$ cat src/rtl/sltrk_pkg.sv
package sltrk_pkg;

    typedef enum logic [1:0] {
        RSP_NONE   = 2'd0,
        RSP_PASS   = 2'd1,
        RSP_RELOAD = 2'd2,
        RSP_FIXUP  = 2'd3
    } rsp_e;

endpackage

$ cat src/rtl/sltrk_cam.sv
// Parallel comparators: every entry is compared against the store line,
// the load register and the check register in one cycle.
module sltrk_cam #(
    parameter int N      = 16,
    parameter int REG_W  = 7,
    parameter int LINE_W = 61
) (
    input  logic [N-1:0][REG_W-1:0]  tag,
    input  logic [N-1:0][LINE_W-1:0] line,
    input  logic [LINE_W-1:0]        st_line,
    input  logic [REG_W-1:0]         ld_reg,
    input  logic [REG_W-1:0]         chk_reg,
    output logic [N-1:0]             st_eq,
    output logic [N-1:0]             ld_eq,
    output logic [N-1:0]             chk_eq
);

    for (genvar i = 0; i < N; i++) begin : g_ent
        assign st_eq[i]  = (line[i] == st_line);
        assign ld_eq[i]  = (tag[i] == ld_reg);
        assign chk_eq[i] = (tag[i] == chk_reg);
    end

endmodule

$ cat src/rtl/sltrk_victim.sv
// Picks the slot for a new entry: same register first, then the lowest
// free slot, then the slot with the highest age rank (least recent write).
module sltrk_victim #(
    parameter int N     = 16,
    parameter int IDX_W = 4
) (
    input  logic [N-1:0]            vld,
    input  logic [N-1:0]            same,
    input  logic [N-1:0][IDX_W-1:0] rank,
    output logic [IDX_W-1:0]        idx
);

    logic [IDX_W-1:0] same_idx;
    logic [IDX_W-1:0] free_idx;
    logic [IDX_W-1:0] old_idx;

    always_comb begin
        same_idx = '0;
        free_idx = '0;
        old_idx  = '0;
        for (int i = N - 1; i >= 0; i--) begin
            if (same[i])                          same_idx = IDX_W'(i);
            if (!vld[i])                          free_idx = IDX_W'(i);
            if (rank[i] == IDX_W'(N - 1))         old_idx  = IDX_W'(i);
        end
        if (|same)       idx = same_idx;
        else if (~&vld)  idx = free_idx;
        else             idx = old_idx;
    end

endmodule

$ cat src/rtl/spec_load_tracker.sv
module spec_load_tracker
    import sltrk_pkg::*;
#(
    parameter int ENTRIES  = 16,
    parameter int REG_W    = 7,
    parameter int ADDR_W   = 64,
    parameter int LINE_LSB = 3
) (
    input  logic              clk,
    input  logic              rst_n,
    input  logic              ld_valid,
    input  logic [REG_W-1:0]  ld_reg,
    input  logic [ADDR_W-1:0] ld_addr,
    input  logic              st_valid,
    input  logic [ADDR_W-1:0] st_addr,
    input  logic              chk_valid,
    input  logic [REG_W-1:0]  chk_reg,
    input  logic              chk_full,
    output logic              rsp_valid,
    output logic              rsp_pass,
    output logic              rsp_reload,
    output logic              rsp_fixup
);

    localparam int LINE_W = ADDR_W - LINE_LSB;
    localparam int IDX_W  = (ENTRIES > 1) ? $clog2(ENTRIES) : 1;

    typedef struct packed {
        logic [ENTRIES-1:0]              vld;
        logic [ENTRIES-1:0][REG_W-1:0]   tag;
        logic [ENTRIES-1:0][LINE_W-1:0]  line;
        logic [ENTRIES-1:0][IDX_W-1:0]   rank;
        rsp_e                            rsp;
    } state_t;

    state_t s_q, s_d;

    logic [ENTRIES-1:0] st_eq, ld_eq, chk_eq;
    logic [ENTRIES-1:0] st_kill, vld_a, chk_hit, vld_b;
    logic [IDX_W-1:0]   slot;
    logic               unused_low;

    assign unused_low = ^{st_addr[LINE_LSB-1:0], ld_addr[LINE_LSB-1:0]};

    sltrk_cam #(
        .N      (ENTRIES),
        .REG_W  (REG_W),
        .LINE_W (LINE_W)
    ) u_cam (
        .tag     (s_q.tag),
        .line    (s_q.line),
        .st_line (st_addr[ADDR_W-1:LINE_LSB]),
        .ld_reg  (ld_reg),
        .chk_reg (chk_reg),
        .st_eq   (st_eq),
        .ld_eq   (ld_eq),
        .chk_eq  (chk_eq)
    );

    // program order inside one cycle: store, then check, then load
    assign st_kill = st_valid  ? (s_q.vld & st_eq) : '0;
    assign vld_a   = s_q.vld & ~st_kill;
    assign chk_hit = chk_valid ? (vld_a & chk_eq) : '0;
    assign vld_b   = vld_a & ~chk_hit;

    sltrk_victim #(
        .N     (ENTRIES),
        .IDX_W (IDX_W)
    ) u_victim (
        .vld  (vld_b),
        .same (vld_b & ld_eq),
        .rank (s_q.rank),
        .idx  (slot)
    );

    always_comb begin
        s_d     = s_q;
        s_d.vld = vld_b;

        if (!chk_valid)     s_d.rsp = RSP_NONE;
        else if (|chk_hit)  s_d.rsp = RSP_PASS;
        else if (chk_full)  s_d.rsp = RSP_FIXUP;
        else                s_d.rsp = RSP_RELOAD;

        if (ld_valid) begin
            for (int j = 0; j < ENTRIES; j++) begin
                if (s_q.rank[j] < s_q.rank[slot]) s_d.rank[j] = s_q.rank[j] + 1'b1;
            end
            s_d.rank[slot] = '0;
            s_d.vld[slot]  = 1'b1;
            s_d.tag[slot]  = ld_reg;
            s_d.line[slot] = ld_addr[ADDR_W-1:LINE_LSB];
        end
    end

    always_ff @(posedge clk) begin
        if (!rst_n) begin
            s_q.vld  <= '0;
            s_q.tag  <= '0;
            s_q.line <= '0;
            s_q.rsp  <= RSP_NONE;
            for (int i = 0; i < ENTRIES; i++) s_q.rank[i] <= IDX_W'(i);
        end else begin
            s_q <= s_d;
        end
    end

    assign rsp_valid  = (s_q.rsp != RSP_NONE);
    assign rsp_pass   = (s_q.rsp == RSP_PASS);
    assign rsp_reload = (s_q.rsp == RSP_RELOAD);
    assign rsp_fixup  = (s_q.rsp == RSP_FIXUP);

endmodule

$ cat config.mk
export PLATFORM = sky130hd
export DESIGN_NAME = spec_load_tracker
export DESIGN_NICKNAME = d
export VERILOG_FILES = /design/src/rtl/sltrk_pkg.sv /design/src/rtl/sltrk_cam.sv /design/src/rtl/sltrk_victim.sv /design/src/rtl/spec_load_tracker.sv
export SDC_FILE = /design/constraint.sdc
export NUM_CORES = 2
export LEC_CHECK = 0
export BUFFER_PORTS_ARGS = -buffer_cell sky130_fd_sc_hd__buf_2
export CAP_MARGIN = 10
export CELL_PAD_IN_SITES_DETAIL_PLACEMENT = 0
export CELL_PAD_IN_SITES_GLOBAL_PLACEMENT = 1
export CORE_ASPECT_RATIO = 0.5
export CORE_MARGIN = 3
export CORE_UTILIZATION = 47
export DETAILED_ROUTE_END_ITERATION = 10
export PLACE_DENSITY = 0.88
export SYNTH_ARGS = -nofsm -noshare
export SYNTH_HDL_FRONTEND = slang
export SYNTH_SLANG_ARGS = --single-unit
$ cat constraint.sdc
create_clock -name clk -period 9.85 [get_ports clk]
set_input_delay 0.985 -clock clk [delete_from_list [all_inputs] [get_ports clk]]
set_output_delay 0.985 -clock clk [all_outputs]
set_load 0.01 [all_outputs]
* Word level (Yosys, flattened, before mapping) *
Index checks and enable logic that the tools add are counted.

word-level totals
  bits in registers = 1,170
  bits in latches = 0
  RAM bits = 0
  memory bits (read-only) = 0
  input port bits = 148
  output and inout bits = 4
  word-level logic and storage cells = 270
  memories = 0

cells by class
  add/sub/neg operators = 16
  multiply operators = 0
  div/mod/pow operators = 0
  $lt $le $gt $ge = 18
  equal/unequal tests = 67
  shifts and indexed selects = 0
  muxes and demuxes = 99
  bitwise gates (word level) = 12
  reduce and logical (&&, ||, !) cells = 7

operator list
  cell                                          number
  two-way mux 1168 bit                          1
  bitwise mux 976 bit                           1
  == test 61 bit                                16
  two-way mux 4 bit                             84
  demux 61 bit (select 4 bit)                   1
  == test 7 bit                                 32
  bitwise mux 112 bit                           1
  AND 16 bit                                    5
  adder 4 x 1 -> 4 bit (second input constant)  16
  AND 64 bit                                    1
  == test 4 bit (second input constant)         16
  less-than comparator 4 bit                    16
  inverter 64 bit                               1
  two-way mux 61 bit                            1
  two-way mux 16 bit                            2
  inverter 16 bit                               2
  OR reduction 16 bit                           2
  demux 7 bit (select 4 bit)                    1
  OR reduction 18 bit                           1
  binary-select mux 4 bit (select 4 bit)        1
  demux 4 bit (select 4 bit)                    1
  bitwise OR 16 bit                             1
  AND reduction 16 bit                          1
  two-way mux 7 bit                             1
  other kinds (10)                              14

* Depth between registers and ports, before layout *
  word-level depth = 34
  mapped depth = 26
  gate-level depth less buffers = 22

* Modules after synthesis *
Synthesis repeated with hierarchy kept, for this count alone.

second synthesis, totals
  cells, all modules = 7,449
  area total of the unflattened synthesis = 58,529.9 um2

by module, submodules not included
  module             times used  cells each  area each (um2)  sequential area each (um2)
  spec_load_tracker  1           5,580       43,550.5         23,422.5
  sltrk_cam          1           1,750       14,246.2         0.0
  sltrk_victim       1           119         733.2            0.0

* Least setup slack after synthesis *
No wires, ideal clock.

  path type = input port to flip-flop
  start point = input port st_addr[55]
  end point = register s_q[5] in the netlist's numbering
  library setup time = 0.121 ns
  arrival = 6.998 ns
  required time = 9.729 ns
  slack = 2.732 ns
  stages on the path = 22
  buffers on the path = 4
  cell sequence = clkbuf_1 buf_2 xor2_1 nor4_1 nand4_1 nor4_1 a21boi_1 a22oi_1 a211oi_1 or3_1 o21ai_1 clkbuf_1 buf_1 mux2_2 o211ai_1 o21ai_0 o21ai_0 ha_1 a21o_1 a211oi_1 nand3_1 mux2_2

between the ends
  word-level cells in the longest chain between the ends = 33
  elaborated cells between the ends (all ways) = 73
  classes of those cells = order compare: 3; eq/ne: 16; mux: 42; bitwise: 9; reduce/logical: 3

ends and longest elaborated chain
  element                                                                       RTL line                                          RTL
  start, declared                                                               spec_load_tracker.sv:15                           input logic [ADDR_W-1:0] st_addr,
  == test 61 bit                                                                sltrk_cam.sv:19                                   assign st_eq[i] = (line[i] == st_line);
  AND 16 bit *                                                                  spec_load_tracker.sv:61                           assign st_kill = st_valid ? (s_q.vld & st_eq) : '0;
  two-way mux 16 bit *                                                          spec_load_tracker.sv:61
  inverter 16 bit *                                                             spec_load_tracker.sv:62                           assign vld_a = s_q.vld & ~st_kill;
  AND 16 bit *                                                                  spec_load_tracker.sv:62
  AND 16 bit                                                                    spec_load_tracker.sv:63                           assign chk_hit = chk_valid ? (vld_a & chk_eq) : '0;
  two-way mux 16 bit                                                            spec_load_tracker.sv:63
  inverter 16 bit                                                               spec_load_tracker.sv:64                           assign vld_b = vld_a & ~chk_hit;
  (+17 left out)                                                                --
  two-way mux 4 bit, on equally long branches                                   sltrk_victim.sv:27, sltrk_victim.sv:22
  two-way mux 4 bit *                                                           sltrk_victim.sv:26                                if (|same) idx = same_idx;
  binary-select mux 4 bit (select 4 bit), or another cell as far along          spec_load_tracker.sv:87                           if (s_q.rank[j] < s_q.rank[slot]) s_d.rank[j] = s_q.rank[j] + 1'b1;
  two-way mux 4 bit (not written as such) or logical AND 1 bit (tied branches)  spec_load_tracker.sv:87, spec_load_tracker.sv:89
  less-than comparator 4 bit or two-way mux 4 bit (tied branches)               spec_load_tracker.sv:87, spec_load_tracker.sv:89
  two-way mux 4 bit or demux 4 bit (select 4 bit) (tied branches)               spec_load_tracker.sv:87, spec_load_tracker.sv:89
  two-way mux 4 bit or inverter 64 bit (tied branches)                          --
  AND 64 bit (no line) *                                                        --
  end, declared                                                                 spec_load_tracker.sv:36                           state_t s_q, s_d;

Every way passes the cells marked *; elsewhere a longest branch is shown, timed or not. The select of a mux whose other input is x is not followed.
A chain may end at the register's enable or synchronous reset.

* Final worst setup path *
  start point = input port st_addr[49]
  end point = register s_q[65] in the netlist's numbering

The elaborated chain is that of the path after synthesis.

==> qor.txt <==
Placed wire-length estimate: 165.2 mm
IO Port Bufs: 145
Final hold vios: 0
Yosys cell types: 101
Relative slew slack: -0.8125%
CTS tree: yes
Seq/Total Area, Yosys: 39.37%
Final Setup Violations: 0
Yosys reg bits: 1170
Via Count: 57370
Status: complete, but fails checks
Worst R2R End: s_q[65]$_SDFFE_PN1P_
Die area: 131100 um^2
Vias/cell: 6.228
Synth top area share: 39.37%
Ys async rst share: 0%
Clk_lat worst skew: 780 ps
Largest net degree at the start of global routing: 103
Final core utilization: 52.20%
Cts hold-fix bufs: 0
Core box area: 124400 um^2
Post-synth EDFFs: 0
Clock skew: 54.54 ps
Final period util: 81.36%
Main synth FF type: dfxtp_1
Pwr Density: 170.2 nW/um^2
Largest cells by area after synthesis: dfxtp_1 (39%), nand2_1 (13%), a21oi_1 (8.8%)
CP Capture Type: flop
Mapped Nets: 7897
Worst slew pin tran: 1500 ps
Commonest non-fill, non-tap cell in the layout: nand2_1
Setup TNS: 0 ps
Iter 0 DRT Violations: 10070
Leak: 22.75 nW
Design Area, Final: 64970 um^2
Routed Antenna Nets: 0
Reg clk slew, reported paths: 70 ps
Crit-path max cell delay: 1160 ps
CP Max Fanout: 38
Unrepaired setup endpoints after global routing: no
Required @ worst endpoint: 10470 ps
GRT Total Usage: 38.99%
Hold depth: 2
GP Congestion: 1.019
Post CTS Setup Buffer Count: 0
H-tree lvl count: 3
Cell accounting for the most synthesized area: dfxtp_1
Synthesized area: 59490 um^2
Avg Cell Area, Syn: 7.741 um^2
Remaining DRCs: 0
I/O pin cnt: 152
Clock period minus worst slack: 8014 ps
Clock root cell: clkbuf_16
Dpl ws: 1635 ps
Crit path arrival time: 8640 ps
Worst R2R Setup Slack: 2590 ps
Failing checks: max-capacitance violations, max-slew violations
FMAX: 0.1248 GHz
Row Count: 91
Share of cells above drive strength 1: 7.912%
Worst path cell trace: buf_2, buf_4, xor2_1, nor4_2, and4_1, and4_1, a21boi_1, a22oi_1, a211oi_1, or3_1, o21ai_4, buf_4, mux2_2, o211ai_1, o211ai_1, o21ai_1, buf_4, ha_1, o21a_1, o21a_1, o22ai_1, a311oi_1, a311o_1
Initial antenna violation count: 25
CP Launch Type: primary input
Cell Area, Placed: 61180 um^2
Max cap viols: 1
Hold Crit Class: flop to flop
Reg2Reg Depth: 21
Initial Utilization: 47.80%
Clock Sinks: 1170
Area delta synth->final: 9.203%
Detailed Route WL: 266.3 mm
Nets: 7640
Clock Path Buffers: 3
Slew Viols, Final: 1
Most frequent cells in the layout: nand2_1 (2111), dfxtp_1 (1170), a21oi_1 (1047), xnor2_1 (552), xor2_1 (408)
Slowest cell on the critical path: nor4_2
Post-detailed-route wirelength per cell: 28.91 um
Kind of critical path: primary input to flop
Gr ovfl total: 0
Die width: 509.1 um
Cell count after synthesis: 7685
Setup WS post-layout: 1836 ps
TritonCTS Buffers: 109
Ys Warns: 0
Vias in the first global route: 50550
Drt first pass iters: 8
Die Ht: 257.6 um
Post-CTS sizing: 0
First-pass GRT wire length: 371.2 mm
Worst-case vdd ir drop: 144.8 uV
CP dominant cell by count: buf_4
## layout make-up
class                           count  area (um^2)
Clock inverter                     35        431.7
Fill cell                       12020        59480
Timing Repair Buffer              303         2137
Multi-Input combinational cell   5729        33090
Antenna cell                       17        42.54
Clock buffer                      168         3312
Inverter                          115        439.2
Sequential cell                  1170        23420
Tap cell                         1674         2095
## per-layer routing
| layer | GRT usage, % | vias up | part of all wire [%] |
|---|---|---|---|
| met4 | 23.10 | 12 | 7.4 |
| met3 | 13.40 | 984 | 15 |
| li1 | - | 25090 | - |
| met2 | 54.13 | 3970 | 39 |
| met1 | 51.95 | 27310 | 38 |
| met5 | 0 | - | 0.027 |
## power by group
part	switching (W)	total, W	internal (W)	leakage [nW]
clock	0.00205	0.00455	0.00250	1.85
sequential	0.000101	0.00492	0.00482	9.46
combinational	0.00112	0.00158	0.000459	11.4
total	0.00327	0.0111	0.00779	22.7
## Yosys cell counts, types with 91 or more instances
library cell  number
a21oi_1         1047
buf_2            120
clkbuf_1         513
dfxtp_1         1170
inv_1            105
mux2i_1           91
nand2_1         2117
nand2b_1         205
nand4_1          197
nor2_1           172
nor4_1           158
xnor2_1          552
xor2_1           408
## worst max-delay path, delay by kind of cell
kind	cells	cell delay, ps
mux	1	390
buf+inv	4	1790
simple gates	4	2460
compound gates	12	2550
xor+xnor	1	120
fa+ha+maj	1	270
## logic make-up after synthesis
family | count (synthesis) | share of synthesized area (%)
buffers and inverters | 786 | 5.352
multiplexers | 107 | 1.834
AO/OA/AOI/OAI | 1479 | 14.67
AND/OR/NAND/NOR | 3119 | 23.30
adder cells (fa/ha/maj) | 64 | 1.346
flip-flops | 1170 | 39.37
XOR/XNOR | 960 | 14.13
## worst max-delay path by stage
| stage | start | to |
|---|---|---|
| detailed placement | st_addr[49] | s_q[65]$_SDFFE_PN1P_ |
| finish | st_addr[49] | s_q[65]$_SDFFE_PN1P_ |
| global route | st_addr[49] | s_q[30]$_SDFFE_PN1P_ |
| floorplan | st_addr[55] | s_q[5]$_SDFFE_PN0P_ |
| CTS | st_addr[49] | s_q[65]$_SDFFE_PN1P_ |
| global placement | st_addr[49] | s_q[65]$_SDFFE_PN1P_ |
## through the flow
step | power, W | hold WS, ps | std cells
after CTS | 0.01095 | 437.4 | 9194
after floorplan | 0.005927 | 436.3 | 7685
after global routing | 0.01127 | 445.7 | 9194
final | 0.01106 | 463.2 | 9211
after global placement | 0.006512 | 443.3 | 8991
after detailed placement | 0.006525 | 446.8 | 8991
(Power assumes the default switching activity.)
